File: src/rtl/cdt_pkg.sv
package cdt_pkg;
  localparam int ADDR_W     = 12;
  localparam int DATA_W     = 32;
  localparam int PRESC_W    = 8;
  localparam int SEL_W      = 3;
  localparam int SYNC_TICKS = 2;

  localparam logic [ADDR_W-1:0] OFF_CFG  = 12'h000;
  localparam logic [ADDR_W-1:0] OFF_LOAD = 12'h310;
  localparam logic [ADDR_W-1:0] OFF_CTRL = 12'h320;
  localparam logic [ADDR_W-1:0] OFF_STAT = 12'h330;
  localparam logic [ADDR_W-1:0] OFF_IEN  = 12'h334;
  localparam logic [ADDR_W-1:0] OFF_WACK = 12'h340;

  localparam int BIT_RUN      = 3;
  localparam int BIT_EXP      = 1;
  localparam int BIT_IEN      = 1;
  localparam int BIT_ACK_LOAD = 2;
  localparam int BIT_ACK_CTRL = 3;
endpackage

File: src/rtl/cdt_tick_gen.sv
module cdt_tick_gen #(
  parameter int PRESC_W = 8,
  parameter int SEL_W   = 3
) (
  input  logic               clk,
  input  logic               rst,
  input  logic               restart_i,
  input  logic [PRESC_W-1:0] presc_i,
  input  logic [SEL_W-1:0]   sel_i,
  output logic               tick_o
);
  localparam int DIV_W = (1 << SEL_W) - 1;

  logic [PRESC_W-1:0] pre_q;
  logic [DIV_W-1:0]   div_q;
  logic [DIV_W-1:0]   mask;
  logic               pre_hit;

  // low 'sel' bits of the stage counter must all be one for a tick
  always_comb begin
    for (int i = 0; i < DIV_W; i++) mask[i] = (i < int'(sel_i));
  end

  assign pre_hit = (pre_q == presc_i);
  assign tick_o  = pre_hit && ((div_q & mask) == mask);

  always_ff @(posedge clk) begin
    if (rst || restart_i) begin
      pre_q <= '0;
      div_q <= '0;
    end else if (pre_hit) begin
      pre_q <= '0;
      div_q <= div_q + DIV_W'(1);
    end else begin
      pre_q <= pre_q + PRESC_W'(1);
    end
  end

  // with a prescale above zero, ticks are never on adjacent edges
  a_r2_tick_spacing: assert property (@(posedge clk) disable iff (rst)
    (tick_o && !restart_i && presc_i != '0) |=> !tick_o);
endmodule

File: src/rtl/cdt_wr_sync.sv
module cdt_wr_sync #(
  parameter int W          = 32,
  parameter int SYNC_TICKS = 2
) (
  input  logic         clk,
  input  logic         rst,
  input  logic         wr_i,
  input  logic [W-1:0] data_i,
  input  logic         tick_i,
  output logic         commit_o,
  output logic [W-1:0] data_o
);
  localparam int STG_W = (SYNC_TICKS > 1) ? $clog2(SYNC_TICKS) : 1;

  logic             pend_q;
  logic [STG_W-1:0] stg_q;
  logic             last;

  assign last     = (stg_q == STG_W'(SYNC_TICKS - 1));
  assign commit_o = pend_q && tick_i && last && !wr_i;

  always_ff @(posedge clk) begin
    if (rst) begin
      pend_q <= 1'b0;
      stg_q  <= '0;
      data_o <= '0;
    end else if (wr_i) begin
      pend_q <= 1'b1;
      stg_q  <= '0;
      data_o <= data_i;
    end else if (pend_q && tick_i) begin
      if (last) pend_q <= 1'b0;
      else      stg_q  <= stg_q + STG_W'(1);
    end
  end

  generate
    if (SYNC_TICKS > 1) begin : g_early
      // a fresh write never commits in the cycle it becomes pending
      a_r5_no_early_commit: assert property (@(posedge clk) disable iff (rst)
        $rose(pend_q) |-> !commit_o);
    end
  endgenerate
endmodule

File: src/rtl/cdt_countdown.sv
module cdt_countdown #(
  parameter int CNT_W = 32
) (
  input  logic             clk,
  input  logic             rst,
  input  logic             tick_i,
  input  logic             load_i,
  input  logic [CNT_W-1:0] load_val_i,
  input  logic             run_wr_i,
  input  logic             run_val_i,
  output logic [CNT_W-1:0] count_o,
  output logic             running_o,
  output logic             expire_o
);
  logic [CNT_W-1:0] cnt_q;
  logic             run_q;
  logic             at_end;
  logic             step;

  assign at_end    = (cnt_q <= CNT_W'(1));
  assign step      = tick_i && run_q && !run_wr_i;
  assign expire_o  = step && at_end;
  assign count_o   = cnt_q;
  assign running_o = run_q;

  always_ff @(posedge clk) begin
    if (rst) begin
      run_q <= 1'b0;
      cnt_q <= '0;
    end else begin
      if (run_wr_i)      run_q <= run_val_i;
      else if (expire_o) run_q <= 1'b0;

      if (load_i)        cnt_q <= load_val_i;
      else if (expire_o) cnt_q <= '0;
      else if (step)     cnt_q <= cnt_q - CNT_W'(1);
    end
  end

  // halted and not reloaded means the count holds
  a_r11_frozen_when_idle: assert property (@(posedge clk) disable iff (rst)
    (!run_q && !load_i) |=> $stable(cnt_q));
  // one decrement per tick while running
  a_r7_single_step: assert property (@(posedge clk) disable iff (rst)
    (step && !load_i && !at_end) |=> (cnt_q == $past(cnt_q) - CNT_W'(1)));
  // expiry leaves the channel halted
  a_r7_halt_on_expire: assert property (@(posedge clk) disable iff (rst)
    expire_o |=> !run_q);
endmodule

File: src/rtl/cdt_timer.sv
module cdt_timer #(
  parameter int ADDR_W = cdt_pkg::ADDR_W,
  parameter int DATA_W = cdt_pkg::DATA_W
) (
  input  logic              clk,
  input  logic              rst,
  input  logic [ADDR_W-1:0] bus_addr,
  input  logic              bus_we,
  input  logic [DATA_W-1:0] bus_wdata,
  output logic [DATA_W-1:0] bus_rdata,
  output logic              irq_o
);
  import cdt_pkg::*;

  localparam int CFG_W = PRESC_W + SEL_W;

  logic [CFG_W-1:0]  cfg_q;
  logic              ien_q;
  logic              exp_q;
  logic [1:0]        ack_q;   // [0] count write, [1] run write
  logic              tick;
  logic              wr_cfg, wr_load, wr_ctrl, wr_stat, wr_ien, wr_wack;
  logic [1:0]        commit;
  logic [DATA_W-1:0] load_val;
  logic [0:0]        run_val;
  logic [DATA_W-1:0] count;
  logic              running;
  logic              expire;
  logic [DATA_W-1:0] rd_next;

  assign wr_cfg  = bus_we && (bus_addr == ADDR_W'(OFF_CFG));
  assign wr_load = bus_we && (bus_addr == ADDR_W'(OFF_LOAD));
  assign wr_ctrl = bus_we && (bus_addr == ADDR_W'(OFF_CTRL));
  assign wr_stat = bus_we && (bus_addr == ADDR_W'(OFF_STAT));
  assign wr_ien  = bus_we && (bus_addr == ADDR_W'(OFF_IEN));
  assign wr_wack = bus_we && (bus_addr == ADDR_W'(OFF_WACK));

  cdt_tick_gen #(.PRESC_W(PRESC_W), .SEL_W(SEL_W)) u_tick (
    .clk      (clk),
    .rst      (rst),
    .restart_i(wr_cfg),
    .presc_i  (cfg_q[PRESC_W-1:0]),
    .sel_i    (cfg_q[CFG_W-1:PRESC_W]),
    .tick_o   (tick)
  );

  cdt_wr_sync #(.W(DATA_W), .SYNC_TICKS(SYNC_TICKS)) u_sync_load (
    .clk     (clk),
    .rst     (rst),
    .wr_i    (wr_load),
    .data_i  (bus_wdata),
    .tick_i  (tick),
    .commit_o(commit[0]),
    .data_o  (load_val)
  );

  cdt_wr_sync #(.W(1), .SYNC_TICKS(SYNC_TICKS)) u_sync_ctrl (
    .clk     (clk),
    .rst     (rst),
    .wr_i    (wr_ctrl),
    .data_i  (bus_wdata[BIT_RUN:BIT_RUN]),
    .tick_i  (tick),
    .commit_o(commit[1]),
    .data_o  (run_val)
  );

  cdt_countdown #(.CNT_W(DATA_W)) u_count (
    .clk       (clk),
    .rst       (rst),
    .tick_i    (tick),
    .load_i    (commit[0]),
    .load_val_i(load_val),
    .run_wr_i  (commit[1]),
    .run_val_i (run_val[0]),
    .count_o   (count),
    .running_o (running),
    .expire_o  (expire)
  );

  localparam int ACK_POS [2] = '{BIT_ACK_LOAD, BIT_ACK_CTRL};

  generate
    for (genvar g = 0; g < 2; g++) begin : g_ack
      always_ff @(posedge clk) begin
        if (rst)                                     ack_q[g] <= 1'b0;
        else if (commit[g])                          ack_q[g] <= 1'b1;
        else if (wr_wack && bus_wdata[ACK_POS[g]])   ack_q[g] <= 1'b0;
      end
      // only a write of 1 drops an acknowledge bit
      a_r6_ack_sticky: assert property (@(posedge clk) disable iff (rst)
        (ack_q[g] && !(wr_wack && bus_wdata[ACK_POS[g]])) |=> ack_q[g]);
      // an acknowledge appears only at a tick edge
      a_r5_ack_on_tick: assert property (@(posedge clk) disable iff (rst)
        $rose(ack_q[g]) |-> $past(tick));
    end
  endgenerate

  always_ff @(posedge clk) begin
    if (rst) begin
      cfg_q <= '0;
      ien_q <= 1'b0;
      exp_q <= 1'b0;
      irq_o <= 1'b0;
    end else begin
      if (wr_cfg) cfg_q <= bus_wdata[CFG_W-1:0];
      if (wr_ien) ien_q <= bus_wdata[BIT_IEN];
      if (expire)                          exp_q <= 1'b1;
      else if (wr_stat && bus_wdata[BIT_EXP]) exp_q <= 1'b0;
      irq_o <= exp_q && ien_q;
    end
  end

  always_comb begin
    rd_next = '0;
    case (bus_addr)
      ADDR_W'(OFF_CFG):  rd_next[CFG_W-1:0]  = cfg_q;
      ADDR_W'(OFF_LOAD): rd_next             = count;
      ADDR_W'(OFF_CTRL): rd_next[BIT_RUN]    = running;
      ADDR_W'(OFF_STAT): rd_next[BIT_EXP]    = exp_q;
      ADDR_W'(OFF_IEN):  rd_next[BIT_IEN]    = ien_q;
      ADDR_W'(OFF_WACK): begin
        rd_next[BIT_ACK_LOAD] = ack_q[0];
        rd_next[BIT_ACK_CTRL] = ack_q[1];
      end
      default:           rd_next = '0;
    endcase
  end

  always_ff @(posedge clk) begin
    if (rst) bus_rdata <= '0;
    else     bus_rdata <= rd_next;
  end

  // interrupt needs the enable bit one edge earlier
  a_r9_irq_gated: assert property (@(posedge clk) disable iff (rst)
    irq_o |-> $past(ien_q));
  // the expired flag sets only at a tick edge
  a_r8_exp_on_tick: assert property (@(posedge clk) disable iff (rst)
    $rose(exp_q) |-> $past(tick));
endmodule

File: config.mk
export PLATFORM = sky130hd
export DESIGN_NAME = cdt_timer
export DESIGN_NICKNAME = d
export VERILOG_FILES = /design/src/rtl/cdt_pkg.sv /design/src/rtl/cdt_tick_gen.sv /design/src/rtl/cdt_wr_sync.sv /design/src/rtl/cdt_countdown.sv /design/src/rtl/cdt_timer.sv
export SDC_FILE = /design/constraint.sdc
export NUM_CORES = 1
export LEC_CHECK = 0
export BUFFER_PORTS_ARGS = -buffer_cell sky130_fd_sc_hd__buf_2
export CORE_AREA = 2 2 135 104
export DETAILED_ROUTE_END_ITERATION = 10
export DIE_AREA = 0 0 137 106
export GPL_TIMING_DRIVEN = 0
export SLEW_MARGIN = 20
export SYNTH_ARGS = -nofsm -noshare
export SYNTH_HDL_FRONTEND = slang
export SYNTH_SLANG_ARGS = --single-unit
File: constraint.sdc
create_clock -name clk -period 5.6 [get_ports clk]
set_clock_uncertainty 0.2 [all_clocks]
set_input_delay 1.12 -clock clk [delete_from_list [all_inputs] [get_ports clk]]
set_output_delay 1.12 -clock clk [all_outputs]
set_load 0.1 [all_outputs]
==> impl_metrics.tcl <==
set metrics [dict create \
    outcome "complete, no violations" \
    worstSetupStartpointType "input port" \
    dp_slack_ns 1.39 \
    drc_errors 0 \
    slew_headroom_pct 24.7 \
    start_util_pct 43.5 \
    dp.cells 932 \
    clock.fmax_mhz 256 \
    synth_cells 680 \
    synth_area_sq_um 5790 \
    layout.cells.non_filler 964 \
    place_area_sq_um 6400 \
    cts_setup_buffers 0 \
    grt_pass1_wl_mm 27.1 \
    gr-total-overflow 0 \
    crit_arrival_ns 4.07 \
    synth-simple-area-share_pct 25.8 \
    finalSetupTns_ns 0 \
    syn_avg_cell_area_sq_um 8.52 \
    path_buf_inv 3 \
    max_stage_delay_ns 0.50 \
    synthTopCellsByArea "dfxtp_1 (46%), nand2_1 (7.0%), a21oi_1 (4.6%)" \
    antenna_cells 0 \
    finalMaxSlewViolations 0 \
    dp_hpwl_mm 12.1 \
    viasPerCell 5.63 \
    synth_cell_type_count 54 \
    area_delta_synth_final_pct 22.4 \
    clk_latency_ns 0.42 \
    grt_pass1_vias 5162 \
    synth_ff_type "dfxtp_1" \
    slowest_stage "clkbuf_1" \
    place_congestion 0.878 \
    hold_violations 0 \
    vias 5424 \
    antenna_found_initial 0 \
    grtUsageTotal_pct 24.1 \
    setup_ws_ns 1.70 \
    synth-async-reset-ratio_pct 0 \
    ys_seq_area_share_pct 46.0 \
    netlist.area_leader.share_pct 46.0 \
    drive_gt1_share_pct 15.3 \
    grt_max_degree 17 \
    yosys_warnings 0 \
    yosysTopAreaCell "dfxtp_1" \
    cts.clk_slew.worst_paths_ns 0.06 \
    drt-total-wl_mm 16.9 \
    synth-compound-area-share_pct 17.5 \
    period_minus_slack_ns 3.90 \
    dieWidth_um 137 \
    synth_enable_flop_cells 0 \
    synth_xor_area_share_pct 4.23 \
    path_delay_family "simple AND/OR/NAND/NOR gates" \
    core-area_sq_um 13300 \
    htree_levels 4 \
    routedWlPerCell_um 17.5 \
    crit_fanout 10 \
    pin_count 80 \
    maxCapViolations 0 \
    min_period_over_period_pct 69.7 \
    syn-num-nets 731 \
    fin_util_pct 53.2 \
    crit_required_ns 5.77 \
    die_h_um 106 \
    cts_resized 0 \
    p_leak_nw 2.92 \
    drtIter0Drc 462 \
    stdcell_area_sq_um 7090 \
    die_area_sq_um 14500 \
    fin_nets 827 \
    drt_first_pass_iters 6 \
    whs_ns 0.252 \
    synthAdderAreaFrac_pct 0.864 \
    cp_cell_sequence "buf_2 -> nor4bb_1 -> nand4_1 -> and3_1 -> clkbuf_1 -> o211ai_2 -> and2_1 -> clkbuf_1 -> a221o_1" \
    io_buffers 77 \
    cts.path.max_buffers 2 \
    worstSetupEndpointType "register" \
    rows 37 \
    cts_tree "yes" \
    synth_top_family_by_area "simple AND/OR/NAND/NOR gates" \
    synth_seq_cells 133 \
    synthMuxAreaShare_pct 1.92 \
    cts_root_buf "clkbuf_16" \
    ir_drop_mv 0.208 \
    clock-sinks 133 \
    worst_slew_pin_slew_ns 1.11 \
    power_density_nw_per_um2 322 \
    setup_viol 0 \
    ant_nets 0 \
    crit_type "input port to register" \
    hp-class "register to register" \
    cts-hold-fix-buffers 0 \
    fin_total_pwr_mw 2.28 \
    numCtsBuffers 17 \
    rsz0062_at_grt "no" \
    crit_top_cell "clkbuf_1" \
]
[where the power goes]
group | switching, mW | leakage (nW) | internal [mW] | total (mW)
clock network | 0.426 | 0.329 | 0.857 | 1.28
logic | 0.0318 | 1.52 | 0.0184 | 0.0503
registers | 0.00222 | 1.07 | 0.948 | 0.950
total | 0.460 | 2.92 | 1.82 | 2.28
[layout make-up]
cell class                      count  area (sq um)
Fill cell                        1271          6240
Sequential cell                   133          2660
Timing Repair Buffer               77           385
Multi-Input combinational cell    490          2930
Inverter                           16          60.1
Tap cell                          175           219
Clock buffer                       19           453
Buffer                             41           156
Clock inverter                     13           228
[synth_stat cells, types with 3 or more instances]
master	count
dfxtp_1	133
nand2_1	108
a21oi_1	53
nor2_1	50
clkbuf_1	39
nand3_1	26
and2_1	24
nor3_1	22
a32oi_1	18
inv_1	16
xor2_1	15
nor4_1	14
xnor2_1	13
a221o_1	10
and3_1	10
mux2i_1	10
o211ai_1	10
o21ai_1	10
a22o_1	8
nand4_1	8
or3_1	8
a211oi_1	7
nor2b_1	5
o41ai_1	5
or4_1	5
ha_1	4
o21a_1	4
o21ai_0	4
a222oi_1	3
a22oi_1	3
and4_1	3
nor4bb_1	3
[worst register-to-register path, stage by stage, from the launching register on]
cell	delay, ns
dfxtp_1	0.38
nor4_1	0.82
nand4b_1	0.44
nor4_1	0.39
buf_2	0.30
nor3_1	0.12
clkbuf_1	0.34
a32oi_1	0.28
nand2_1	0.07
[final timing paths]
path	startpoint	to	slack [ns]	depth (start not counted)
setup reg to reg	u_count.count_o[16]	u_count.count_o[26]	2.14	8
hold / removal	u_sync_load.data_o[0]	u_sync_load.data_o[0]	0.25	2
hold reg to reg	u_sync_load.data_o[0]	u_sync_load.data_o[0]	0.25	2
setup / recovery	bus_addr[11]	u_count.count_o[31]	1.70	9
[layer usage]
layer	GRT usage (%)	share of wire (%)	vias up	routed length [um]
li1	-	-	2638	-
met1	35.3	50	2580	8460
met4	7.51	1.3	0	224
met3	5.91	6.4	20	1070
met5	0	0	-	0
met2	34.8	42	186	7140
[state kept, by name, summed over array words and instances, names as in the netlist]
name,cells
exp_q,1
u_count.running_o,1
u_sync_ctrl.data_o,1
bus_rdata,32
u_tick.div_q,7
u_count.count_o,32
u_sync_load.last,1
ack_q,2
u_sync_ctrl.pend_q,1
u_sync_load.pend_q,1
irq_o,1
ien_q,1
u_sync_load.data_o,32
u_tick.pre_q,8
u_sync_ctrl.last,1
cfg_q,11
[cell usage in the layout, fill, tap and decap left out, drive strengths merged, types with 8 or more instances in the layout]
cell / synthesis / routed
and2: 24 / 24
nor4: 15 / 15
nor3: 23 / 23
nand2: 108 / 108
or3: 9 / 9
o21ai: 14 / 14
buf: 2 / 79
nand4: 8 / 8
xor2: 15 / 15
nand3: 26 / 26
inv: 16 / 16
mux2i: 10 / 10
clkbuf: 39 / 58
dfxtp: 133 / 133
xnor2: 13 / 13
a21oi: 53 / 53
nor2: 50 / 50
and3: 10 / 10
a211oi: 8 / 8
a22o: 8 / 8
a221o: 10 / 10
a32oi: 18 / 18
o211ai: 11 / 11
[logic make-up (layout without fill, tap and decap cells)]
logic type | after synthesis | count (layout)
simple gates | 301 | 301
compound gates | 146 | 146
flops | 133 | 133
buf+inv | 57 | 166
xor+xnor | 28 | 28
mux | 11 | 11
fa+ha+maj | 4 | 4
(Power assumes the default switching activity.)
